[src/rtl/lic_pkg.sv]
// lic_pkg: shared constants and types for the level interrupt controller.
// Assumes a 10-bit byte address space and 32-bit register words.
package lic_pkg;

    localparam int ID_W        = 7;
    localparam int PRIO_W      = 6;
    localparam int BANK_W      = 32;
    localparam int BANK_STRIDE = 32;

    localparam logic [9:0] OFS_REV     = 10'h000;
    localparam logic [9:0] OFS_SYSCFG  = 10'h010;
    localparam logic [9:0] OFS_SYSSTAT = 10'h014;
    localparam logic [9:0] OFS_SORTED  = 10'h040;
    localparam logic [9:0] OFS_CTRL    = 10'h048;
    localparam logic [9:0] OFS_PROT    = 10'h04C;
    localparam logic [9:0] OFS_THR     = 10'h068;
    localparam logic [9:0] OFS_MASK    = 10'h084;
    localparam logic [9:0] OFS_MCLR    = 10'h088;
    localparam logic [9:0] OFS_MSET    = 10'h08C;
    localparam logic [9:0] OFS_PEND    = 10'h098;
    localparam logic [9:0] OFS_LVL     = 10'h100;

    localparam logic [31:0] SPUR_CODE  = 32'hFFFF_FFFF;

    typedef enum logic [1:0] {
        ST_IDLE = 2'd0,
        ST_SORT = 2'd1,
        ST_HOLD = 2'd2
    } sort_st_t;

endpackage

[src/rtl/lic_regs.sv]
// lic_regs: register file of the controller. Holds the bank masks, the
// per-source priorities, the threshold, the configuration bits and the
// soft-reset handshake. It decodes writes and drives the combinational
// read path. Assumes NUM_SRC is a multiple of 32 and at most 128.
module lic_regs
    import lic_pkg::*;
#(
    parameter int         NUM_SRC   = 96,
    parameter logic [3:0] REV_MAJOR = 4'd5,
    parameter logic [3:0] REV_MINOR = 4'd0
) (
    input  logic                      clk,
    input  logic                      rst_n,
    input  logic                      reg_wr,
    input  logic [9:0]                reg_addr,
    input  logic [31:0]               reg_wdata,
    output logic [31:0]               reg_rdata,
    input  logic [NUM_SRC-1:0]        src_in,
    input  logic [31:0]               sort_result,
    output logic [NUM_SRC-1:0]        mask_q,
    output logic [NUM_SRC*PRIO_W-1:0] prio_flat,
    output logic [7:0]                thresh_q,
    output logic                      ack_pulse,
    output logic                      mask_chg,
    output logic                      srst_q
);

    localparam int NB = NUM_SRC / BANK_W;

    logic [NUM_SRC-1:0] mask_d;
    logic [PRIO_W-1:0]  prio_q [NUM_SRC];
    logic               autoidle_q;
    logic               prot_q;
    logic               srst_dly_q;
    logic               done_q;
    logic [7:0]         lvl_idx;
    logic               lvl_hit;
    logic               wr_syscfg;

    assign lvl_idx   = reg_addr[9:2] - 8'd64;
    assign lvl_hit   = (reg_addr >= OFS_LVL) && (lvl_idx < 8'(NUM_SRC));
    assign wr_syscfg = reg_wr && (reg_addr == OFS_SYSCFG);
    assign ack_pulse = reg_wr && (reg_addr == OFS_CTRL) && reg_wdata[0];

    // Next mask value from direct, clear-port and set-port writes.
    always_comb begin
        mask_d = mask_q;
        if (srst_q) begin
            mask_d = '1;
        end else if (reg_wr) begin
            for (int b = 0; b < NB; b++) begin
                if (reg_addr == OFS_MASK + 10'(BANK_STRIDE * b))
                    mask_d[b*BANK_W +: BANK_W] = reg_wdata;
                if (reg_addr == OFS_MCLR + 10'(BANK_STRIDE * b))
                    mask_d[b*BANK_W +: BANK_W] = mask_q[b*BANK_W +: BANK_W] & ~reg_wdata;
                if (reg_addr == OFS_MSET + 10'(BANK_STRIDE * b))
                    mask_d[b*BANK_W +: BANK_W] = mask_q[b*BANK_W +: BANK_W] | reg_wdata;
            end
        end
    end

    assign mask_chg = (mask_d != mask_q);

    // Mask storage, all sources disabled out of reset.
    always_ff @(posedge clk) begin
        if (!rst_n) mask_q <= '1;
        else        mask_q <= mask_d;
    end

    // One priority register per source, flattened for the arbiter.
    for (genvar gi = 0; gi < NUM_SRC; gi++) begin : g_lvl
        // Capture the priority field of a write to this source's level register.
        always_ff @(posedge clk) begin
            if (!rst_n || srst_q)
                prio_q[gi] <= '0;
            else if (reg_wr && lvl_hit && (lvl_idx == 8'(gi)))
                prio_q[gi] <= reg_wdata[PRIO_W+1:2];
        end
        assign prio_flat[gi*PRIO_W +: PRIO_W] = prio_q[gi];
    end

    // Threshold, auto-idle and protection configuration bits.
    always_ff @(posedge clk) begin
        if (!rst_n || srst_q) begin
            thresh_q   <= 8'hFF;
            autoidle_q <= 1'b0;
            prot_q     <= 1'b0;
        end else if (reg_wr) begin
            if (reg_addr == OFS_THR)  thresh_q   <= reg_wdata[7:0];
            if (wr_syscfg)            autoidle_q <= reg_wdata[0];
            if (reg_addr == OFS_PROT) prot_q     <= reg_wdata[0];
        end
    end

    // Soft-reset request, its delayed copy and the completion flag.
    always_ff @(posedge clk) begin
        if (!rst_n) begin
            srst_q     <= 1'b0;
            srst_dly_q <= 1'b0;
            done_q     <= 1'b1;
        end else begin
            srst_q     <= wr_syscfg && reg_wdata[1];
            srst_dly_q <= srst_q;
            if (wr_syscfg && reg_wdata[1]) done_q <= 1'b0;
            else if (srst_dly_q)           done_q <= 1'b1;
        end
    end

    // Combinational read-back of the addressed register.
    always_comb begin
        reg_rdata = '0;
        unique case (reg_addr)
            OFS_REV:     reg_rdata = {24'd0, REV_MAJOR, REV_MINOR};
            OFS_SYSCFG:  reg_rdata = {31'd0, autoidle_q};
            OFS_SYSSTAT: reg_rdata = {31'd0, done_q};
            OFS_SORTED:  reg_rdata = sort_result;
            OFS_PROT:    reg_rdata = {31'd0, prot_q};
            OFS_THR:     reg_rdata = {24'd0, thresh_q};
            default:     reg_rdata = '0;
        endcase
        for (int b = 0; b < NB; b++) begin
            if (reg_addr == OFS_MASK + 10'(BANK_STRIDE * b))
                reg_rdata = mask_q[b*BANK_W +: BANK_W];
            if (reg_addr == OFS_PEND + 10'(BANK_STRIDE * b))
                reg_rdata = src_in[b*BANK_W +: BANK_W] & ~mask_q[b*BANK_W +: BANK_W];
        end
        if (lvl_hit) begin
            for (int i = 0; i < NUM_SRC; i++) begin
                if (lvl_idx == 8'(i))
                    reg_rdata = {24'd0, prio_q[i], 2'b00};
            end
        end
    end

endmodule

[src/rtl/lic_pick.sv]
// lic_pick: combinational arbiter. It marks each source eligible when the
// source is active, unmasked and its priority is strictly below the
// threshold. It then picks the lowest priority value, with ties going to
// the lowest index. Assumes NUM_SRC fits in ID_W bits of index.
module lic_pick
    import lic_pkg::*;
#(
    parameter int NUM_SRC = 96
) (
    input  logic [NUM_SRC-1:0]        src_in,
    input  logic [NUM_SRC-1:0]        mask,
    input  logic [NUM_SRC*PRIO_W-1:0] prio_flat,
    input  logic [7:0]                thresh,
    output logic                      any_elig,
    output logic [ID_W-1:0]           win_id
);

    logic [NUM_SRC-1:0] elig;
    logic [PRIO_W-1:0]  best;

    for (genvar gi = 0; gi < NUM_SRC; gi++) begin : g_elig
        assign elig[gi] = src_in[gi] & ~mask[gi]
                        & ({2'b00, prio_flat[gi*PRIO_W +: PRIO_W]} < thresh);
    end

    // Scan upward, replacing the candidate only on a strictly better priority.
    always_comb begin
        any_elig = 1'b0;
        best     = '1;
        win_id   = '0;
        for (int i = 0; i < NUM_SRC; i++) begin
            if (elig[i] && (!any_elig || (prio_flat[i*PRIO_W +: PRIO_W] < best))) begin
                any_elig = 1'b1;
                best     = prio_flat[i*PRIO_W +: PRIO_W];
                win_id   = ID_W'(i);
            end
        end
    end

endmodule

[src/rtl/lic_sort.sv]
// lic_sort: sort-window sequencer. It latches the arbiter's winner at the
// start edge and watches SORT_CYCLES edges for a drop of that source or a
// mask change. It then publishes either the winner or the spurious code and
// holds the request until acknowledged. Assumes src_in is synchronous to clk.
module lic_sort
    import lic_pkg::*;
#(
    parameter int NUM_SRC     = 96,
    parameter int SORT_CYCLES = 10
) (
    input  logic               clk,
    input  logic               rst_n,
    input  logic               srst,
    input  logic               any_elig,
    input  logic [ID_W-1:0]    win_id,
    input  logic [NUM_SRC-1:0] src_in,
    input  logic               mask_chg,
    input  logic               ack,
    output logic               irq_out,
    output logic               busy,
    output logic [31:0]        result
);

    localparam int CNT_W = $clog2(SORT_CYCLES + 1);

    sort_st_t        state_q;
    logic [CNT_W-1:0] cnt_q;
    logic [ID_W-1:0]  win_q;
    logic             spur_q;
    logic             spur_now;

    assign spur_now = spur_q | ~src_in[win_q] | mask_chg;
    assign irq_out  = (state_q == ST_HOLD);
    assign busy     = (state_q == ST_SORT);

    // Sequencer: idle -> sort window -> hold until acknowledge.
    always_ff @(posedge clk) begin
        if (!rst_n || srst) begin
            state_q <= ST_IDLE;
            cnt_q   <= '0;
            win_q   <= '0;
            spur_q  <= 1'b0;
            result  <= SPUR_CODE;
        end else begin
            unique case (state_q)
                ST_IDLE: begin
                    if (any_elig) begin
                        state_q <= ST_SORT;
                        cnt_q   <= '0;
                        win_q   <= win_id;
                        spur_q  <= 1'b0;
                    end
                end
                ST_SORT: begin
                    if (cnt_q == CNT_W'(SORT_CYCLES - 1)) begin
                        state_q <= ST_HOLD;
                        result  <= spur_now ? SPUR_CODE : {{(32-ID_W){1'b0}}, win_q};
                    end else begin
                        cnt_q  <= cnt_q + 1'b1;
                        spur_q <= spur_now;
                    end
                end
                ST_HOLD: begin
                    if (ack) state_q <= ST_IDLE;
                end
                default: state_q <= ST_IDLE;
            endcase
        end
    end

endmodule

[src/rtl/lvl_irq_ctrl.sv]
// lvl_irq_ctrl: top of the prioritized level-sensitive interrupt controller.
// It connects the register file, the arbiter and the sort sequencer.
// Assumes NUM_SRC is 96 or 128 (banks of 32) and synchronous source inputs.
module lvl_irq_ctrl
    import lic_pkg::*;
#(
    parameter int         NUM_SRC     = 96,
    parameter int         SORT_CYCLES = 10,
    parameter logic [3:0] REV_MAJOR   = 4'd5,
    parameter logic [3:0] REV_MINOR   = 4'd0
) (
    input  logic               clk,
    input  logic               rst_n,
    input  logic [NUM_SRC-1:0] src_in,
    input  logic               reg_wr,
    input  logic [9:0]         reg_addr,
    input  logic [31:0]        reg_wdata,
    output logic [31:0]        reg_rdata,
    output logic               irq_out
);

    logic [NUM_SRC-1:0]        mask_vec;
    logic [NUM_SRC*PRIO_W-1:0] prio_flat;
    logic [7:0]                thresh;
    logic                      ack_pulse;
    logic                      mask_chg;
    logic                      srst;
    logic                      any_elig;
    logic [ID_W-1:0]           win_id;
    logic                      sort_busy;
    logic [31:0]               sort_res;

    lic_regs #(
        .NUM_SRC  (NUM_SRC),
        .REV_MAJOR(REV_MAJOR),
        .REV_MINOR(REV_MINOR)
    ) u_regs (
        .clk        (clk),
        .rst_n      (rst_n),
        .reg_wr     (reg_wr),
        .reg_addr   (reg_addr),
        .reg_wdata  (reg_wdata),
        .reg_rdata  (reg_rdata),
        .src_in     (src_in),
        .sort_result(sort_res),
        .mask_q     (mask_vec),
        .prio_flat  (prio_flat),
        .thresh_q   (thresh),
        .ack_pulse  (ack_pulse),
        .mask_chg   (mask_chg),
        .srst_q     (srst)
    );

    lic_pick #(
        .NUM_SRC(NUM_SRC)
    ) u_pick (
        .src_in   (src_in),
        .mask     (mask_vec),
        .prio_flat(prio_flat),
        .thresh   (thresh),
        .any_elig (any_elig),
        .win_id   (win_id)
    );

    lic_sort #(
        .NUM_SRC    (NUM_SRC),
        .SORT_CYCLES(SORT_CYCLES)
    ) u_sort (
        .clk     (clk),
        .rst_n   (rst_n),
        .srst    (srst),
        .any_elig(any_elig),
        .win_id  (win_id),
        .src_in  (src_in),
        .mask_chg(mask_chg),
        .ack     (ack_pulse),
        .irq_out (irq_out),
        .busy    (sort_busy),
        .result  (sort_res)
    );

endmodule

[config.mk]
export PLATFORM = sky130hd
export DESIGN_NAME = lvl_irq_ctrl
export DESIGN_NICKNAME = d
export VERILOG_FILES = /design/src/rtl/lic_pkg.sv /design/src/rtl/lic_regs.sv /design/src/rtl/lic_pick.sv /design/src/rtl/lic_sort.sv /design/src/rtl/lvl_irq_ctrl.sv
export SDC_FILE = /design/constraint.sdc
export NUM_CORES = 2
export LEC_CHECK = 0
export BUFFER_PORTS_ARGS = -buffer_cell sky130_fd_sc_hd__clkbuf_2
export CAP_MARGIN = 10
export CORE_ASPECT_RATIO = 1.2
export CORE_MARGIN = 1
export CORE_UTILIZATION = 45
export CTS_CLUSTER_DIAMETER = 50
export DETAILED_ROUTE_END_ITERATION = 7
export SKIP_LAST_GASP = 1
export SLEW_MARGIN = 5
export SYNTH_ARGS = -nofsm -noshare
export SYNTH_HDL_FRONTEND = slang
export SYNTH_SLANG_ARGS = --single-unit
[constraint.sdc]
create_clock -name clk -period 317.5 [get_ports clk]
set_clock_uncertainty 0.15 [all_clocks]
set_input_delay 31.75 -clock clk [delete_from_list [all_inputs] [get_ports clk]]
set_output_delay 31.75 -clock clk [all_outputs]
set_load 0.03 [all_outputs]
# ---- Word-level counts from Yosys, hierarchy flattened
# Memories as Yosys holds them, arrays and structs flattened.
# Cells that the tools add are included.
dict set report word_totals {
  regBits 155
  ramBits 576
  out_inout_bits 33
  wordCells 1933
  mem_count 1
}
# memory words word_bits read_ports rd_ports_with_merged_regs wr line_no
set memory_table {}
lappend memory_table {u_regs.prio_q 96 6 96 0 96 lic_regs.sv:31} ;# logic [PRIO_W-1:0] prio_q [NUM_SRC];
dict set report op_classes {
  addsub 2
  magnitude_cmp 194
  n_eq_ne 121
  muxes 802
  bitwise 400
  reduce_logical 401
}
# cell count
set ops {}
lappend ops {{$mux W32} 113}
lappend ops {{$mux W6} 223}
lappend ops {{$lt A6 B8 Y1} 96}
lappend ops {{$lt A6 B6 Y1} 95}
lappend ops {{$mux W1} 392}
lappend ops {{$eq A8 B6 Y1 const B} 32}
lappend ops {{$eq A8 B7 Y1 const B} 32}
lappend ops {{$mux W7} 32}
lappend ops {{$logic_and A1 B1 Y1} 197}
lappend ops {{$and A1 B1 Y1} 192}
lappend ops {{$and A32 B32 Y32} 6}
lappend ops {{$mux W96} 2}
lappend ops {{$pmux W32 S6} 1}
lappend ops {{$eq A8 B5 Y1 const B} 16}
lappend ops {{$not A32 Y32} 4}
lappend ops {{$eq A10 B8 Y1 const B} 12}
lappend ops {{$or A1 B1 Y1} 98}
lappend ops {{$not A1 Y1} 97}
lappend ops {{$logic_not A1 Y1} 96}
lappend ops {{$logic_or A1 B1 Y1} 96}
lappend ops {{$ne A96 B96 Y1} 1}
lappend ops {{$or A32 B32 Y32} 3}
lappend ops {{$mux W5} 16}
lappend ops {{$eq A8 B4 Y1 const B} 8}
lappend ops {{other kinds (28)} 60}

# ---- Logic depth before layout (Yosys ltp)
dict set report logic_depth {
  depth_word 386
  ltp_mapped 919
  ltp_nobuf 862
}

# ---- Hierarchy
# From an unflattened synthesis, not the netlist that was laid out.
dict set report hier_totals {
  hier_cells 10446
  hier_area_um2 85560.8
}
# mod n_inst cells_each area_per_inst_um2 seq_area_each_um2
set by_module_without_submodules {}
lappend by_module_without_submodules {lic_pick 1 6079 44905.6 0.0}
lappend by_module_without_submodules {lic_regs 1 4154 38545.7 19478.7}
lappend by_module_without_submodules {lic_sort 1 213 2109.5 440.4}

# ---- Worst setup path after synthesis
# OpenSTA, ideal clock, no wires.
dict set report synth_timing {
  kind {input to register}
  start {input port src_in[0]}
  end {register u_sort.win_q[5]}
  arrival_time_ps 185703
  required_ps 317234
  setup_slack_ps 131531
  cell_stages 833
  path_cell_list {and2b_1 o21ai_2 a21o_2 nor2_1 ha_1 a32o_1 o31a_1 a21o_1 nor2_2 nand2_1 o21ai_0 inv_1 ha_1 nand2_1 nor3_1 and3_2 or4_4 a21o_1 [797 not listed] ha_1 a21o_1 a21o_1 a221oi_1 o21bai_1 a31oi_1 a31oi_4 mux2_1 ha_1 a21o_1 a21o_1 a211o_1 or3_1 nor2_1 o221ai_1 o21ai_2 nor4_2 a31o_1}
}
dict set report synth_between {
  elab_chain_len 384
}
# element line_no
set synth_lines {}
lappend synth_lines {{start: declaration} lvl_irq_ctrl.sv:14} ;# input logic [NUM_SRC-1:0] src_in,
lappend synth_lines {{$and A1 B1 Y1 (*)} lic_pick.sv:22} ;# assign elig[gi] = src_in[gi] & ~mask[gi]
lappend synth_lines {{$and A1 B1 Y1 (*)} lic_pick.sv:23} ;# & ({2'b00, prio_flat[gi*PRIO_W +: PRIO_W]} < thresh);
lappend synth_lines {{$mux W6 / $mux W1 (equally long branches)} lic_pick.sv:32} ;# if (elig[i] && (!any_elig || (prio_flat[i*PRIO_W +: PRIO_W] < best))) begin
lappend synth_lines {{$lt A6 B6 Y1 / $logic_not A1 Y1 (equally long branches)} lic_pick.sv:32}
lappend synth_lines {{$logic_or A1 B1 Y1} lic_pick.sv:32}
lappend synth_lines {{$logic_and A1 B1 Y1} lic_pick.sv:32}
lappend synth_lines {{$mux W6 / $mux W1 (equally long branches)} lic_pick.sv:32}
lappend synth_lines {{$lt A6 B6 Y1 / $logic_not A1 Y1 (equally long branches)} lic_pick.sv:32}
lappend synth_lines {{[368 not listed]} --}
lappend synth_lines {{$logic_or A1 B1 Y1} lic_pick.sv:32}
lappend synth_lines {{$logic_and A1 B1 Y1} lic_pick.sv:32}
lappend synth_lines {{$mux W6 / $mux W1 (equally long branches)} lic_pick.sv:32}
lappend synth_lines {{$lt A6 B6 Y1 / $logic_not A1 Y1 (equally long branches)} lic_pick.sv:32}
lappend synth_lines {{$logic_or A1 B1 Y1} lic_pick.sv:32}
lappend synth_lines {{$logic_and A1 B1 Y1} lic_pick.sv:32}
lappend synth_lines {{$mux W1} lic_pick.sv:32}
lappend synth_lines {{$reduce_and A2 Y1 (no line)} --}
lappend synth_lines {{end signal: assignment} lic_sort.sv:50} ;# win_q <= win_id;
lappend synth_lines {{end: declaration} lic_sort.sv:28} ;# logic [ID_W-1:0] win_q;
# Every way passes the cells marked *; elsewhere a longest branch is shown, timed or not.
# A chain may end at the register's enable or synchronous reset.

==> run summary <==
CTS clk-pin slew, worst paths -> 0.06 ns
Max cap viols -> 0
Postcts setup bufs -> 0
Clock sinks -> 707
Final hold violation count -> 0
FF-to-FF setup slack -> 132.65 ns
Overflow after GRT -> 0
Failing checks -> DRC
Fraction of layout cells with a size suffix above 1 -> 11.8%
CP Launch Type -> input port
Peak VDD IR -> 4.38 uV
RR Endpoint -> u_sort.win_q[5]
Mapped Avg Cell Area -> 8.16 sq um
Largest net degree at the start of global routing -> 235
Worst path slowest cell -> o311ai_0
Hold Path Depth -> 2
Worst hold path class -> flop to flop
Layout overhead on the synthesized area -> 8.28%
Net Count, Synth -> 10700
Yosys warns -> 0
Initial antenna violation count -> 71
Number of synthesized flops with an enable pin -> 576
CP peak stage delay -> 0.91 ns
Combinational Power Share -> 15.8%
Root buf cell -> clkbuf_16
Finished Core Util -> 49.1%
Reg2reg start -> u_regs.thresh_q[2]
Drt initial violations -> 10800
Fmax achieved -> 4.65 MHz
Fin crit period -> 214.94 ns
Power per cell area -> 3.26 mW/mm^2
CTS-repair resized insts -> 0
Yosys cell types -> 187
Post-synthesis simple-gate area fraction -> 23.5%
Crit share post-route -> 67.7%
Hold_sp -> u_regs.srst_dly_q
TritonRoute pass-1 iters -> 8
Worst-Margin Slew -> 1.47 ns
Die width -> 386 microns
DP Worst Slack -> 105.30 ns
Worst setup margin -> 102.56 ns
Fillcell total -> 17100
Synth Register Bits -> 707
WP data required -> 317.99 ns
Hold Worst Slack -> 0.307 ns
Internal -> 192 uW
Top post-synthesis cells by count -> 996 x nand2_1, 834 x o21ai_0, 775 x ha_1
First-pass GRT wire length -> 550000 microns
Top FF cell, synth -> edfxtp_1
Compound-Gate Fraction of Synth Area -> 28.7%
Core area -> 0.175 sq mm
Setup violators final -> 0
Status -> complete, but fails checks
Post-Syn Area -> 0.0795 sq mm
Worst-skew pair later-pin latency -> 0.77 ns
All-Layer GR Usage -> 41.8%
Reg power frac -> 40.3%
Synth top area cells -> edfxtp_1 22%, ha_1 12%, o21ai_0 5.3%
WL final -> 387000 microns
Sw Ratio -> 31.7%
Die Y -> 462 microns
Multiplexer share of the synthesized area -> 4.31%
Slew Limit Headroom -> 1.75%
CP Capture Type -> flop
FFs w/ async S/R, synth -> 0%
Area leader, netlist -> edfxtp_1
Routability cong. -> 1.08
I/O pin count -> 174
DPL Wire Length -> 289000 microns
Clock share of power -> 43.9%
Hold path endpoint -> u_regs.done_q
Post-synthesis sequential area ratio -> 25.1%
Cell mode on critical path -> ha_1
Wire per inst -> 32.0 microns
Count leader, synth -> nand2_1
Maximum fanout along the worst path -> 18
Slew Limit Fails -> 0
Number of port buffers -> 173
Post-synthesis adder-cell area fraction -> 12.4%
Total number of vias -> 83400
Worst Path Arrival -> 215.43 ns
Yosys top cell area share -> 21.8%
Vias in the first global route -> 77800
# DRC -> 10
Pleak -> 0.0376 uW
Final nets -> 10600
Largest family of logic cells by synthesized area -> compound AO/OA/AOI/OAI gates
Die footprint -> 0.178 sq mm
Max clock buf depth -> 3
CTS tree -> done
Vias/cell -> 6.90
RSZ-0062 raised after global routing -> no
Cell Rows -> 168
Post-Synth XOR/XNOR Area -> 1.44%
P_sw -> 89.0 uW
CTS Hold Bufs -> 0
Worst Reg2Reg Path Length in Cells -> 787
Final ANT Viol Nets -> 0
H-tree levels -> 3
Cts bufs inserted -> 107
Syn Inst Count -> 9741
Crit Path Class -> input port to flop
Initial Util -> 45.4%
Setup tns final -> 0 ns
[kinds of logic after synthesis]
| family | count (synthesis) |
|---|---|
| multiplexers | 280 |
| AND/OR/NAND/NOR | 3658 |
| buffers and inverters | 843 |
| AO/OA/AOI/OAI | 3332 |
| XOR/XNOR | 130 |
| adder cells (fa/ha/maj) | 791 |
| flip-flops | 707 |
[critical path, delay by kind of cell]
kind                       cells  cell delay (ns)
AOI/OAI and AO/OA            462           111.14
and+or+nand+nor              264            55.78
adders and majority gates    122            36.56
muxes                         50            13.18
buffers and inverters         34             2.96
[power groups by stage]
stage / Combinational (uW) / Clock, uW / Sequential [uW]
after global routing: 47.4 / 127 / 113
after CTS: 42.9 / 124 / 113
final: 44.5 / 123 / 113
after global placement: 42.2 / 0 / 115
after detailed placement: 42.7 / 0 / 115
after floorplan: 28.5 / 0 / 110
[placed cells by master, fill, tap and decap left out, drive strengths merged, types with 53 or more instances in the layout]
| cell type | n |
|---|---|
| a211oi | 111 |
| a21o | 178 |
| a21oi | 742 |
| a221oi | 70 |
| a22oi | 87 |
| a31oi | 207 |
| and2 | 205 |
| and3 | 511 |
| buf | 188 |
| clkbuf | 292 |
| dfxtp | 131 |
| edfxtp | 576 |
| ha | 775 |
| inv | 345 |
| mux2 | 98 |
| mux2i | 152 |
| nand2 | 1003 |
| nand2b | 226 |
| nand3 | 168 |
| nand4 | 84 |
| nor2 | 776 |
| nor2b | 199 |
| nor3 | 131 |
| o211ai | 166 |
| o21a | 76 |
| o21ai | 921 |
| o22ai | 72 |
| o31ai | 85 |
| or2 | 100 |
| or3 | 55 |
| xnor2 | 77 |
| xor2 | 53 |
[worst max-delay path by stage]
stage	from	to	depth (start not counted)
finish	src_in[0]	u_sort.win_q[5]	932
global route	src_in[0]	u_sort.win_q[5]	930
CTS	src_in[0]	u_sort.win_q[5]	932
detailed placement	src_in[0]	u_sort.win_q[5]	950
global placement	src_in[0]	u_sort.win_q[5]	1187
floorplan	src_in[0]	u_sort.win_q[5]	1188
[metal layers]
| metal | part of all wire, % | vias to the layer above | global-route usage, % |
|---|---|---|---|
| li1 | - | 36800 | - |
| met1 | 39 | 40300 | 53.1 |
| met2 | 43 | 5083 | 62.6 |
| met3 | 12 | 1171 | 11.6 |
| met4 | 6.7 | 50 | 24.8 |
| met5 | 0.083 | - | 0 |
[registers in the layout, indices dropped and copies added (netlist names), 2 cells and up]
signal / count
u_regs.mask_q: 96
u_regs.prio_q: 576
u_regs.thresh_q: 8
u_sort.cnt_q: 4
u_sort.result: 8
u_sort.state_q: 2
u_sort.win_q: 7
[stage by stage]
step | cell area [sq um] | power (uW) | cells
final | 86100 | 281 | 12100
after global routing | 86000 | 287 | 12100
after CTS | 86000 | 279 | 12100
after detailed placement | 82300 | 157 | 11900
after global placement | 82300 | 157 | 11900
after floorplan | 79500 | 138 | 9741
[final cells by class]
class / count / area, sq um / area share [%]
clock inverters: 68 / 752 / 0.874
well taps: 2295 / 2870 / 3.34
flip-flops and latches: 707 / 19900 / 23.2
diodes: 29 / 72.6 / 0.0843
clock buffers: 127 / 2880 / 3.34
multi-input cells: 8191 / 56000 / 65.1
repair buffers: 353 / 2270 / 2.64
inverters: 325 / 1240 / 1.44
Power figures use the tool's default switching activity.
